<file path="src/rtl/pcr_pkg.sv">
// Shared types for the predicated condition-gated element unit.
// Assumes the condition field is packed lt,gt,eq,spare from MSB to LSB.
package pcr_pkg;
    typedef enum logic [1:0] {
        OP_ADD = 2'b00,
        OP_SUB = 2'b01,
        OP_AND = 2'b10,
        OP_XOR = 2'b11
    } pcr_op_e;

    typedef struct packed {
        logic lt;
        logic gt;
        logic eq;
        logic spare;
    } pcr_cond_t;
endpackage

</file>
<file path="src/rtl/pcr_alu.sv">
// Element datapath: computes one W-bit result and its condition field.
// Assumes two's complement operands; results wrap modulo 2^W.
module pcr_alu
    import pcr_pkg::*;
#(
    parameter int W = 16
) (
    input  pcr_op_e      op,
    input  logic [W-1:0] a,
    input  logic [W-1:0] b,
    output logic [W-1:0] res,
    output pcr_cond_t    cond
);
    // Operation select.
    always_comb begin
        unique case (op)
            OP_ADD:  res = a + b;
            OP_SUB:  res = a - b;
            OP_AND:  res = a & b;
            default: res = a ^ b;
        endcase
    end

    // Condition field derived from the signed result.
    always_comb begin
        cond.eq    = (res == '0);
        cond.lt    = res[W-1];
        cond.gt    = !res[W-1] && (res != '0);
        cond.spare = 1'b0;
    end
endmodule

</file>
<file path="src/rtl/pcr_gate.sv">
// Write-decision logic for one element: predicate, test and mode gating.
// Assumes cond is the element's own fresh field; purely combinational.
module pcr_gate
    import pcr_pkg::*;
(
    input  logic      active,
    input  pcr_cond_t cond,
    input  logic      zero_en,
    input  logic      rc,
    input  logic      rc1,
    input  logic [2:0] bo,
    output logic      res_we,
    output logic      res_zero,
    output logic      cr_we
);
    logic sel_bit;
    logic pass;

    // Pick the tested bit of the condition field.
    always_comb begin
        unique case (bo[2:1])
            2'b00:   sel_bit = cond.lt;
            2'b01:   sel_bit = cond.gt;
            2'b10:   sel_bit = cond.eq;
            default: sel_bit = cond.spare;
        endcase
    end

    // Commit, zero or cancel decision.
    always_comb begin
        pass     = active && !rc1 && (sel_bit == bo[0]);
        cr_we    = active && (rc || rc1);
        res_we   = !rc1 && (pass || zero_en);
        res_zero = !pass;
    end
endmodule

</file>
<file path="src/rtl/pcr_seq.sv">
// Element sequencer: accepts a start when idle and walks elements 0..len-1.
// Assumes vl above MAXVL is clamped; a zero length finishes at once.
module pcr_seq #(
    parameter int MAXVL = 8,
    parameter int IW    = 3,
    parameter int VLW   = 4
) (
    input  logic           clk,
    input  logic           rst_n,
    input  logic           start,
    input  logic [VLW-1:0] vl,
    output logic           busy,
    output logic [IW-1:0]  idx,
    output logic           last,
    output logic           accept,
    output logic           empty
);
    logic [VLW-1:0] vl_eff;
    logic [VLW-1:0] len_q;
    logic [IW-1:0]  cnt_q;

    // Clamp the requested length and classify the start.
    always_comb begin
        vl_eff = (vl > VLW'(MAXVL)) ? VLW'(MAXVL) : vl;
        accept = !busy && start;
        empty  = accept && (vl_eff == '0);
        last   = busy && (VLW'(cnt_q) == len_q - VLW'(1));
        idx    = cnt_q;
    end

    // Run state and element counter.
    always_ff @(posedge clk) begin
        if (!rst_n) begin
            busy  <= 1'b0;
            cnt_q <= '0;
            len_q <= '0;
        end else if (accept) begin
            busy  <= (vl_eff != '0);
            cnt_q <= '0;
            len_q <= vl_eff;
        end else if (busy) begin
            if (last) begin
                busy <= 1'b0;
            end else begin
                cnt_q <= cnt_q + IW'(1);
            end
        end
    end
endmodule

</file>
<file path="src/rtl/pcr_unit.sv">
// Top: predicated, condition-gated element unit with registered write ports.
// Assumes operands arrive combinationally for rd_idx in the same cycle.
module pcr_unit
    import pcr_pkg::*;
#(
    parameter int W     = 16,
    parameter int MAXVL = 8,
    localparam int IW   = (MAXVL > 1) ? $clog2(MAXVL) : 1,
    localparam int VLW  = $clog2(MAXVL + 1)
) (
    input  logic             clk,
    input  logic             rst_n,
    input  logic             start,
    input  logic [VLW-1:0]   vl,
    input  logic [MAXVL-1:0] pred,
    input  logic             zero_en,
    input  logic             rc,
    input  logic             rc1,
    input  logic [2:0]       bo,
    input  logic [1:0]       op,
    output logic [IW-1:0]    rd_idx,
    input  logic [W-1:0]     opa,
    input  logic [W-1:0]     opb,
    output logic             res_we,
    output logic             cr_we,
    output logic [IW-1:0]    wr_idx,
    output logic [W-1:0]     res_data,
    output logic [3:0]       cr_data,
    output logic             done
);
    logic             busy, last, accept, empty;
    logic [IW-1:0]    idx;
    logic [MAXVL-1:0] mask_q;
    logic             zero_q, rc_q, rc1_q;
    logic [2:0]       bo_q;
    pcr_op_e          op_q;
    logic [W-1:0]     res;
    pcr_cond_t        cond;
    logic             g_res_we, g_res_zero, g_cr_we;
    logic             o_vld;

    pcr_seq #(.MAXVL(MAXVL), .IW(IW), .VLW(VLW)) u_seq (
        .clk(clk), .rst_n(rst_n), .start(start), .vl(vl),
        .busy(busy), .idx(idx), .last(last), .accept(accept), .empty(empty)
    );

    pcr_alu #(.W(W)) u_alu (
        .op(op_q), .a(opa), .b(opb), .res(res), .cond(cond)
    );

    pcr_gate u_gate (
        .active(mask_q[idx]), .cond(cond), .zero_en(zero_q), .rc(rc_q),
        .rc1(rc1_q), .bo(bo_q), .res_we(g_res_we), .res_zero(g_res_zero),
        .cr_we(g_cr_we)
    );

    assign rd_idx = idx;

    // Latch the run configuration when a start is accepted.
    always_ff @(posedge clk) begin
        if (!rst_n) begin
            mask_q <= '0;
            zero_q <= 1'b0;
            rc_q   <= 1'b0;
            rc1_q  <= 1'b0;
            bo_q   <= '0;
            op_q   <= OP_ADD;
        end else if (accept) begin
            mask_q <= pred;
            zero_q <= zero_en;
            rc_q   <= rc;
            rc1_q  <= rc1;
            bo_q   <= bo;
            op_q   <= pcr_op_e'(op);
        end
    end

    // Register the write ports and the completion pulse.
    always_ff @(posedge clk) begin
        if (!rst_n) begin
            o_vld    <= 1'b0;
            res_we   <= 1'b0;
            cr_we    <= 1'b0;
            wr_idx   <= '0;
            res_data <= '0;
            cr_data  <= '0;
            done     <= 1'b0;
        end else begin
            o_vld    <= busy;
            res_we   <= busy && g_res_we;
            cr_we    <= busy && g_cr_we;
            wr_idx   <= idx;
            res_data <= g_res_zero ? '0 : res;
            cr_data  <= cond;
            done     <= last || empty;
        end
    end
endmodule

</file>
<file path="config.mk">
export PLATFORM = sky130hd
export DESIGN_NAME = pcr_unit
export DESIGN_NICKNAME = d
export VERILOG_FILES = /design/src/rtl/pcr_pkg.sv /design/src/rtl/pcr_alu.sv /design/src/rtl/pcr_gate.sv /design/src/rtl/pcr_seq.sv /design/src/rtl/pcr_unit.sv
export SDC_FILE = /design/constraint.sdc
export NUM_CORES = 1
export LEC_CHECK = 0
export BUFFER_PORTS_ARGS = -buffer_cell sky130_fd_sc_hd__buf_2
export CAP_MARGIN = 30
export CORE_ASPECT_RATIO = 0.6
export CORE_MARGIN = 4
export CORE_UTILIZATION = 50
export DETAILED_ROUTE_END_ITERATION = 10
export PLACE_DENSITY = 0.78
export SYNTH_ARGS = -nofsm -noshare
export SYNTH_HDL_FRONTEND = slang
export SYNTH_SLANG_ARGS = --single-unit
</file>
<file path="constraint.sdc">
create_clock -name clk -period 4.04 [get_ports clk]
set_clock_uncertainty 0.05 [all_clocks]
set_input_delay 0.202 -clock clk [delete_from_list [all_inputs] [get_ports clk]]
set_output_delay 0.202 -clock clk [all_outputs]
set_load 0.01 [all_outputs]
</file>
==> results.sh, run 1 <==
export IMPL_stdcell_count=675
export IMPL_fill_cells=507
export IMPL_seq_area_frac_synth=0.2651
export IMPL_period_share=0.9931
export IMPL_cts_tree="built"
export IMPL_multi_input_area_um2=2858
export IMPL_insertion_delay_ps=280
export IMPL_diodes=0
export IMPL_final_antenna_net_count=0
export IMPL_yosysTopAreaCell="dfxtp_1"
export IMPL_cp_arrival_ps=4190
export IMPL_fp_dieW_um=119.1
export IMPL_dp_cells=653
export IMPL_pwr_density_cell_nw_per_um2=338.9
export IMPL_via_per_inst=5.788
export IMPL_grt_max_degree=40
export IMPL_htreeDepth=2
export IMPL_required_ps=4220
export IMPL_grt_pass1_wl_um=17220
export IMPL_wl_per_cell_um=17.16
export IMPL_p_total_w=0.001731
export IMPL_post_route_min_period_ps=4012
export IMPL_synth_edf_count=0
export IMPL_drive_above_1_share=0.3670
export IMPL_status="completed"
export IMPL_coreArea_um2=6935
export IMPL_synth_cell_area_um2=3700
export IMPL_die_area_um2=8885
export IMPL_critPathCaptureType="flop"
export IMPL_antenna_found_initial=0
export IMPL_drc=0
export IMPL_clk_path_buf_depth=2
export IMPL_yosys_cell_types_count=67
export IMPL_hold_start="bo[0]"
export IMPL_finalSetupViolations=0
export IMPL_syn_inst=443
export IMPL_reg2reg_depth=16
export IMPL_synth_seq_cells=49
export IMPL_io_pins=84
export IMPL_met2_length_um=5389
export IMPL_globalplace_congestion=0.9345
export IMPL_synth_nets=533
export IMPL_wl_met1_um=5154
export IMPL_drt_iter0_drc=381
export IMPL_dieHeight_um=74.63
export IMPL_cts_made_buffers=5
export IMPL_vias=3907
export IMPL_crit_type="reg2reg"
export IMPL_highest_layer="met4"
export IMPL_max_freq_ghz=0.2492
export IMPL_synth_main_ff_cell="dfxtp_1"
export IMPL_whs_path_depth=3
export IMPL_clk_pin_slew_worst_paths_ps=60
export IMPL_start_util=0.5335
export IMPL_root_buffer="clkbuf_16"
export IMPL_relSlewSlack=0.4625
export IMPL_r2r_end="res_data[5]"
export IMPL_reg2reg_from="op_q[1]"
export IMPL_async_flop_share=0
export IMPL_peakVddDrop_uv=197.0
export IMPL_maxCapViolations=0
export IMPL_grt_use_total=0.2386
export IMPL_r2r_setup_slack_ps=30
export IMPL_drt_pass1_iter_count=5
export IMPL_drt_total_wl_um=11580
export IMPL_io_buffers=82
export IMPL_min_to="bo_q[0]"
export IMPL_utilization=0.7364
export IMPL_hold_class="in2reg"
export IMPL_hold_buffers=0
export IMPL_critPathMaxFanout=8
export IMPL_synth_area_top_cells="dfxtp_1 (27%), ha_1 (11%), nand2_1 (5.7%), mux2i_1 (4.9%), a21boi_0 (4.5%)"
export IMPL_final_nets=664
export IMPL_finalHoldViolations=0
export IMPL_avgSynthCellArea_um2=8.352
export IMPL_grt_pass1_vias=3558
export IMPL_start_kind="flop"
export IMPL_overflow=0
export IMPL_timing_setup_tns_ps=0
export IMPL_worst_slew_pin_slew_ps=806.2
export IMPL_p_leak_nw=2.316
export IMPL_rows=23
export IMPL_syn_to_final_growth_pct=38.05
export IMPL_cts_sinks=49
export IMPL_hpwl_um=8319
export IMPL_maxSlewViolCount=0
export IMPL_register_area_um2=984.7
export IMPL_wl_met3_um=851
export IMPL_yosysWarningCount=0
export IMPL_yosysTopAreaCellShare=0.2651
[cells in the mapped netlist, drive strengths merged (6+ instances only)]
library cell  instances
nor3                 19
and3                 10
nor2                 33
a21o                  9
clkbuf               17
xnor2                17
o21ai                12
a21boi               22
a21oi                23
a31oi                 6
o31ai                 6
nand2                56
mux2i                18
xor2                  8
ha                   34
dfxtp                49
inv                  16
and2                  6
[layout by cell type, fill, tap and decap left out, drive strengths merged, types with 6 or more instances in the layout]
master / synthesis / final
xnor2: 17 / 17
nor2: 33 / 33
a21oi: 23 / 23
a21boi: 22 / 22
buf: 5 / 145
clkbuf: 17 / 7
dfxtp: 49 / 49
xor2: 8 / 8
o31ai: 6 / 6
a21o: 9 / 9
mux2i: 18 / 18
o21ai: 12 / 12
nand2: 56 / 56
nor3: 19 / 19
ha: 34 / 34
and2: 6 / 7
and3: 10 / 10
inv: 16 / 16
a31oi: 6 / 6
[registers in the layout, summed over array words and instances, names as in the netlist]
| name | cells |
|---|---|
| res_we | 1 |
| cr_data | 3 |
| done | 1 |
| cr_we | 1 |
| mask_q | 8 |
| rc1_q | 1 |
| wr_idx | 3 |
| rc_q | 1 |
| res_data | 16 |
| u_seq.len_q | 4 |
| bo_q | 3 |
| op_q | 2 |
| zero_q | 1 |
| u_seq.idx | 3 |
| u_seq.busy | 1 |
[per-stage QoR]
stage / area (um2) / hold slack (ps) / setup slack, ps
finish: 5107 / 116.4 / 27.71
global placement: 4544 / 400.0 / -171.2
floorplan: 3746 / 296.9 / 45.41
CTS: 4746 / 113.3 / 33.26
global route: 5107 / 125.7 / -104.1
detailed placement: 4556 / 408.1 / -283.6
[timing repair]
action                     4_1_cts  5_1_grt
setup buffers                    0       13
pin swaps                        0       37
cloned                           0        1
setup endpoints to repair       10       17
gates resized for setup          3       54
[worst max-delay path, stage by stage, from the launching register on]
cell and delay (ps):
dfxtp_1 370, inv_1 100, nand2_4 140, o21ai_0 150
xor2_1 170, ha_1 400, o211a_1 220, o31ai_2 80
buf_4 160, a2111o_1 380, o211ai_1 160, xnor2_2 180
nor3_1 70, o2111a_2 310, or4_4 530, a21oi_4 250
and3_4 230
[kinds of logic after synthesis]
kind of cell,share of synthesized area
simple gates,0.2164
buf+inv,0.04227
xor+xnor,0.06121
other cells,0.001014
compound gates,0.2296
mux,0.06391
fa+ha+maj,0.1204
flops,0.2651
[per-layer routing]
metal  vias up  global-route usage
met4         0             0.04493
met2       150              0.3802
met1      1873              0.3446
met3        21             0.04354
li1       1863                   -
met5         -                   0
[cell type report]
class	instances	area share
flip-flops and latches	49	0.1928
clock inverters	1	0.005879
clock buffers	7	0.02793
multi-input cells	357	0.5595
repair buffers	145	0.1776
well taps	100	0.02450
inverters	16	0.01176
[power by group]
part / internal [W] / total, W / switching [W] / leakage, nW
Clock: 0.000309 / 0.000476 / 0.000166 / 0.0841
Sequential: 0.000506 / 0.000523 / 0.0000167 / 0.400
Combinational: 0.000344 / 0.000732 / 0.000389 / 1.83
[how the worst max path moves through the flow]
stage               startpoint      endpoint  slack [ps]  cells past startpoint
floorplan               opb[4]   res_data[7]          50                     15
finish                 op_q[1]   res_data[5]          30                     16
global placement        opb[4]   res_data[2]        -170                     16
global route            opb[1]   res_data[5]        -100                     19
CTS                     opb[4]  res_data[12]          30                     16
detailed placement      opb[4]   res_data[6]        -280                     16
Note: power is estimated with default switching activity, not from simulation.
==> run 2: changes to the inputs <==
- CORE_UTILIZATION: 50 -> 55
- PLACE_DENSITY: 0.78 -> 0.81
- clock period: 4.04 -> 4.2 ns (I/O delays scaled with it)
==> run 2 against run 1 <==
Power decreased by 17%. Sequential power decreased by 4.0%. Core utilization increased by 0.39 points. Global-route usage increased by 1.1 points. Critical endpoint is now res_data[6]. First-iteration DRC count increased by 21%. Critical path depth increased by 1. Design area decreased by 8.6%. Die area decreased by 8.3%. Final cell count decreased by 5.0%. Largest cell class unchanged. Setup slack improved by 120 ps. Sequential share of layout area increased by 1.8 points.
==> results.sh, run 2 (same netlist as run 1, synthesis figures left out) <==
export IMPL_diodes=0
export IMPL_clk_pin_slew_worst_paths_ps=90
export IMPL_critPathMaxStageDelay_ps=580
export IMPL_hold_class="in2reg"
export IMPL_globalplace_congestion=0.9260
export IMPL_drt_iter0_drc=460
export IMPL_htreeDepth=2
export IMPL_cp_arrival_ps=4250
export IMPL_status="completed"
export IMPL_timing_setup_tns_ps=0
export IMPL_dieHeight_um=71.53
export IMPL_insertion_delay_ps=300
export IMPL_drive_above_1_share=0.2998
export IMPL_root_buffer="clkbuf_8"
export IMPL_final_nets=646
export IMPL_crit_family="simple AND/OR/NAND/NOR gates"
export IMPL_min_to="mask_q[6]"
export IMPL_cp_common_cell="or4_4"
export IMPL_io_pins=84
export IMPL_reg_top3="res_data (16), mask_q (8), u_seq.len_q (4)"
export IMPL_worst_slew_pin_slew_ps=834.2
export IMPL_relSlewSlack=0.4438
export IMPL_overflow=0
export IMPL_vias=3797
export IMPL_maxCapViolations=0
export IMPL_crit_buf_inv=2
export IMPL_top_register="res_data"
export IMPL_fill_cells=506
export IMPL_post_route_min_period_ps=4057
export IMPL_io_buffers=82
export IMPL_reg2reg_depth=16
export IMPL_crit_chain="buf_2 -> or4_4 -> nor3b_4 -> a21oi_1 -> xnor2_1 -> ha_2 -> nand2_1 -> a211oi_1 -> a21bo_2 -> a21o_1 -> a31oi_2 -> o2111a_1 -> a31oi_1 -> or4_4 -> buf_4 -> a21oi_4 -> and3_1"
export IMPL_reg2reg_from="op_q[1]"
export IMPL_setup_ws_ps=142.9
export IMPL_whs_path_depth=3
export IMPL_critPathCaptureType="flop"
export IMPL_maxSlewViolCount=0
export IMPL_whs_ps=95.09
export IMPL_die_area_um2=8146
export IMPL_start_util=0.5869
export IMPL_grt_max_degree=40
export IMPL_pwr_density_cell_nw_per_um2=309.4
export IMPL_hold_start="pred[6]"
export IMPL_rows=22
export IMPL_r2r_end="res_data[6]"
export IMPL_cts_made_buffers=5
export IMPL_grt_pass1_vias=3451
export IMPL_required_ps=4390
export IMPL_clk_path_buf_depth=2
export IMPL_crit_type="in2reg"
export IMPL_peakVddDrop_uv=191.2
export IMPL_p_leak_nw=2.141
export IMPL_p_total_w=0.001444
export IMPL_r2r_setup_slack_ps=270
export IMPL_drt_total_wl_um=10610
export IMPL_hold_buffers=0
export IMPL_wl_per_cell_um=16.55
export IMPL_grt_use_total=0.2494
export IMPL_layout_cells_most_common="buf_2"
export IMPL_final_antenna_net_count=0
export IMPL_syn_to_final_growth_pct=26.14
export IMPL_critPathMaxFanout=9
export IMPL_post_place_ws_ps=-350.5
export IMPL_coreArea_um2=6304
export IMPL_largest_register_ffs=16
export IMPL_cts_tree="built"
export IMPL_max_freq_ghz=0.2465
export IMPL_start_kind="input port"
export IMPL_critPathSlowestCell="or4_4"
export IMPL_via_per_inst=5.924
export IMPL_drt_pass1_iter_count=5
export IMPL_finalHoldViolations=0
export IMPL_grt_pass1_wl_um=16730
export IMPL_cts_sinks=49
export IMPL_finalSetupViolations=0
export IMPL_hpwl_um=8281
export IMPL_utilization=0.7404
export IMPL_period_share=0.9660
export IMPL_antenna_found_initial=0
export IMPL_layout_common_cells="buf_2 (82), nand2_1 (55), dfxtp_1 (47)"
export IMPL_drc=0
export IMPL_fp_dieW_um=113.9
==> run 2: changes by cell type in the layout (fill, tap and decap cells not counted), moves of 5 or more <==
cell	change
clkbuf_16	-5
nor3_1	+5
buf_4	-15
nor3_2	-5
clkbuf_8	+5
==> run 2: final cells by class <==
| type | instances | area (um2) | area share |
|---|---|---|---|
| Clock buffer | 7 | 86.33 | 0.01850 |
| Timing Repair Buffer | 128 | 759.5 | 0.1627 |
| Sequential cell | 49 | 983.4 | 0.2107 |
| Multi-Input combinational cell | 356 | 2643 | 0.5662 |
| Clock inverter | 1 | 30.03 | 0.006434 |
| Inverter | 16 | 60.06 | 0.01287 |
| Tap cell | 84 | 105.1 | 0.02252 |
==> run 2: tightest hold or removal path, delay by kind of cell <==
kind | cells | cell delay (ps)
buffers and inverters | 1 | 90
AND/OR/NAND/NOR | 1 | 40
AO/OA/AOI/OAI | 1 | 60
==> run 2: timing repair <==
item	4_1_cts	5_1_grt
resized for setup	3	18
buffers inserted	0	2
pin swaps	0	4
setup endpoints to repair	13	17
==> run 2: worst max-delay path by stage <==
stage               depth (start not counted)     from  slack [ps]          end
floorplan                                  17  op_q[0]          20  res_data[7]
global placement                           16   opb[6]        -240  res_data[7]
detailed placement                         15   opb[6]        -350  res_data[7]
CTS                                        16  op_q[1]           4  res_data[6]
global route                               17   opb[6]         -10  res_data[6]
finish                                     17   opb[6]         140  res_data[6]
==> run 2: report_power, final <==
part           internal (W)  total (W)  switching, W
Clock              0.000194   0.000355      0.000160
Combinational      0.000266   0.000587      0.000321
Sequential         0.000487   0.000502     0.0000157
==> run 2: layer usage <==
| layer | global-route usage | part of all wire | up-vias |
|---|---|---|---|
| met4 | 0.03689 | 0.013 | 0 |
| met3 | 0.04979 | 0.091 | 20 |
| met2 | 0.3633 | 0.42 | 172 |
| li1 | - | - | 1823 |
| met5 | 0 | 0 | - |
| met1 | 0.3845 | 0.47 | 1782 |
==> run 2: stage by stage <==
| step | instance area [um2] | instances |
|---|---|---|
| floorplan | 3707 | 443 |
| global placement | 4447 | 630 |
| detailed placement | 4458 | 631 |
| CTS | 4588 | 639 |
| global route | 4667 | 641 |
| finish | 4667 | 641 |
==> run 3: changes to the inputs <==
- SYNTH_HIERARCHICAL: unset -> 1
==> run 3 against run 2 <==
The flow now finishes with violations (setup timing). Highest routed layer unchanged. Critical path depth grew 3. Maximum frequency is 17% lower. Combinational power is 13% higher. Final cell count down 0.47%. First-iteration DRC count shrank 12%. Design area grew 4.1%. Sequential cell count up 1. Largest cell class unchanged. Clock power grew 16%. Synthesized cell count fell by 5.4%.
==> results.sh, run 3 <==
export IMPL_status="finished with violations"
export IMPL_violations="setup timing"
export IMPL_rows=22
export IMPL_relSlewSlack=0.4577
export IMPL_post_route_min_period_ps=4901
export IMPL_coreArea_um2=6331
export IMPL_drt_iter0_drc=407
export IMPL_critPathMaxFanout=16
export IMPL_yosysTopAreaCellShare=0.2684
export IMPL_finalSetupViolations=17
export IMPL_syn_to_final_growth_pct=30.29
export IMPL_cts_made_buffers=5
export IMPL_fp_dieW_um=114.3
export IMPL_globalplace_congestion=0.9574
export IMPL_seq_area_frac_synth=0.2684
export IMPL_io_pins=84
export IMPL_grt_pass1_vias=3484
export IMPL_largest_register_ffs=16
export IMPL_antenna_found_initial=0
export IMPL_required_ps=4330
export IMPL_root_buffer="clkbuf_16"
export IMPL_final_antenna_net_count=0
export IMPL_top_register="res_data"
export IMPL_grtUsageMet3=0.07089
export IMPL_use_met1=0.4066
export IMPL_synth_area_top_cells="dfxtp_1 (27%), ha_1 (11%), mux2i_1 (8.9%), nor2b_1 (5.0%), and2_1 (3.7%)"
export IMPL_layout_cells_most_common="buf_2"
export IMPL_grt_pass1_wl_um=17430
export IMPL_hold_class="in2reg"
export IMPL_start_kind="input port"
export IMPL_grt_max_degree=37
export IMPL_clk_path_buf_depth=2
export IMPL_maxSlewViolCount=0
export IMPL_crit_type="in2reg"
export IMPL_p_leak_nw=2.294
export IMPL_finalHoldViolations=0
export IMPL_hpwl_um=8785
export IMPL_max_freq_ghz=0.2040
export IMPL_synth_nets=509
export IMPL_maxCapViolations=0
export IMPL_reg_top3="res_data (16), mask_q (8)"
export IMPL_critPathCaptureType="flop"
export IMPL_hold_start="pred[4]"
export IMPL_htreeDepth=2
export IMPL_yosysTopAreaCell="dfxtp_1"
export IMPL_die_area_um2=8207
export IMPL_wl_per_cell_um=17.51
export IMPL_overflow=0
export IMPL_syn_inst=419
export IMPL_io_buffers=83
export IMPL_layout_common_cells="buf_2 (82), buf_4 (62), dfxtp_1 (50)"
export IMPL_async_flop_share=0
export IMPL_setup_ws_ps=-701.4
export IMPL_final_cell_area_um2=4860
export IMPL_vias=3682
export IMPL_yosysWarningCount=6
export IMPL_stdcell_count=638
export IMPL_reg2reg_from="op_q[0]"
export IMPL_synth_cell_area_um2=3730
export IMPL_cts_sinks=50
export IMPL_drc=0
export IMPL_rsz0062_at_grt="true"
export IMPL_clk_pin_slew_worst_paths_ps=70
export IMPL_insertion_delay_ps=290
export IMPL_synth_edf_count=0
export IMPL_r2r_setup_slack_ps=-590
export IMPL_yosys_cell_types_count=62
export IMPL_synth_main_ff_cell="dfxtp_1"
export IMPL_drt_pass1_iter_count=5
export IMPL_cp_arrival_ps=5030
export IMPL_grt_util_met2=0.3794
export IMPL_synth_top_cells_by_count="dfxtp_1 (50), ha_1 (34), mux2i_1 (33)"
export IMPL_avgSynthCellArea_um2=8.902
export IMPL_drt_total_wl_um=11170
export IMPL_startpoint="opb[6]"
export IMPL_synth_most_common_cell="dfxtp_1"
export IMPL_peakVddDrop_uv=210.0
export IMPL_top_usage_layer="met1"
export IMPL_final_nets=643
export IMPL_drive_above_1_share=0.3357
export IMPL_grt_use_total=0.2664
export IMPL_dp_cells=628
export IMPL_pwr_density_cell_nw_per_um2=329.0
export IMPL_period_share=1.167
export IMPL_place_area_um2=4647
export IMPL_worst_slew_pin_slew_ps=812.5
export IMPL_synth_seq_cells=50
export IMPL_via_per_inst=5.771
export IMPL_diodes=0
export IMPL_dieHeight_um=71.79
export IMPL_cts_tree="built"
export IMPL_start_util=0.5891
## run 3: cell types whose count changed after synthesis, sizes merged, moves of 6 or more
cell and delta:
nand2 -41, nor2b +26, a21boi -22, and2 +17, mux2i +15, nor2 -14
clkbuf -9, nor3 -8, nand2b +7, o21a +6, xnor2 -6
## run 3: timing repair
| action | 4_1_cts | 5_1_grt |
|---|---|---|
| hold buffers | 0 | 0 |
| setup buffers | 0 | 2 |
| endpoints found under the setup margin | 17 | 17 |
| pin swaps | 4 | 3 |
| resized for setup | 9 | 4 |
## run 3: final timing paths
path,cells past startpoint,endpoint
worst max-delay path,20,res_data[5]
worst min-delay path,3,mask_q[4]
worst max register to register,17,res_data[5]
worst min register to register,2,mask_q[3]
## run 3: kinds of logic after synthesis
group | count (synthesis) | synth area share
and+or+nand+nor | 150 | 0.2385
AOI/OAI and AO/OA | 91 | 0.1691
DFF | 50 | 0.2684
muxes | 39 | 0.1147
adders and majority gates | 35 | 0.1194
buffers and inverters | 31 | 0.03724
xor gates and xnor gates | 22 | 0.05166
other | 1 | 0.001005
## run 3: routing by layer
metal | wire length, um | up-vias | share of wire
met5 | 0 | - | 0
met4 | 66 | 0 | 0.0059
met3 | 1283 | 11 | 0.11
met2 | 4629 | 187 | 0.41
met1 | 5191 | 1703 | 0.46
li1 | - | 1781 | -
## run 3: critical path, cell delays in order
cell and delay [ps]:
buf_6 90, or4_4 530, or4_4 450, or3_4 350, o21ai_2 130, xor2_1 170, ha_1 310, nand2_1 90
nor2_1 50, a211oi_2 230, and4_1 250, o31ai_2 70, or3_1 400, or4_4 430, nor2b_4 150, mux2i_2 200
mux2i_2 290, o22a_1 220, and2b_4 240, and2_1 160
## run 3: through the flow
step | TNS (ps) | utilization | power (W) | hold slack (ps) | setup slack (ps)
final | -11510 | 0.7676 | 0.001599 | 132.6 | -701.4
after global placement | -13730 | 0.7340 | 0.001119 | 417.3 | -830.5
after floorplan | -8951 | - | 0.0008990 | 288.2 | -603.0
after CTS | -9847 | 0.7634 | 0.001572 | 134.5 | -604.8
after global routing | -13810 | 0.7676 | 0.001677 | 150.5 | -835.5
after detailed placement | -16900 | 0.7340 | 0.001148 | 433.0 | -1024
## run 3: power breakdown
group | leakage, nW | internal, W | switching [W] | total [W]
clock network | 0.0759 | 0.000227 | 0.000185 | 0.000413
registers | 0.408 | 0.000502 | 0.0000216 | 0.000524
logic | 1.81 | 0.000320 | 0.000342 | 0.000662
## run 3: final cells by class
class,count,area [um2]
flip-flops and latches,50,1001
inverters,13,48.80
clock inverters,3,28.78
clock buffers,5,125.1
fillers,447,1471
well taps,84,105.1
multi-input cells,338,2664
repair buffers,145,887.1
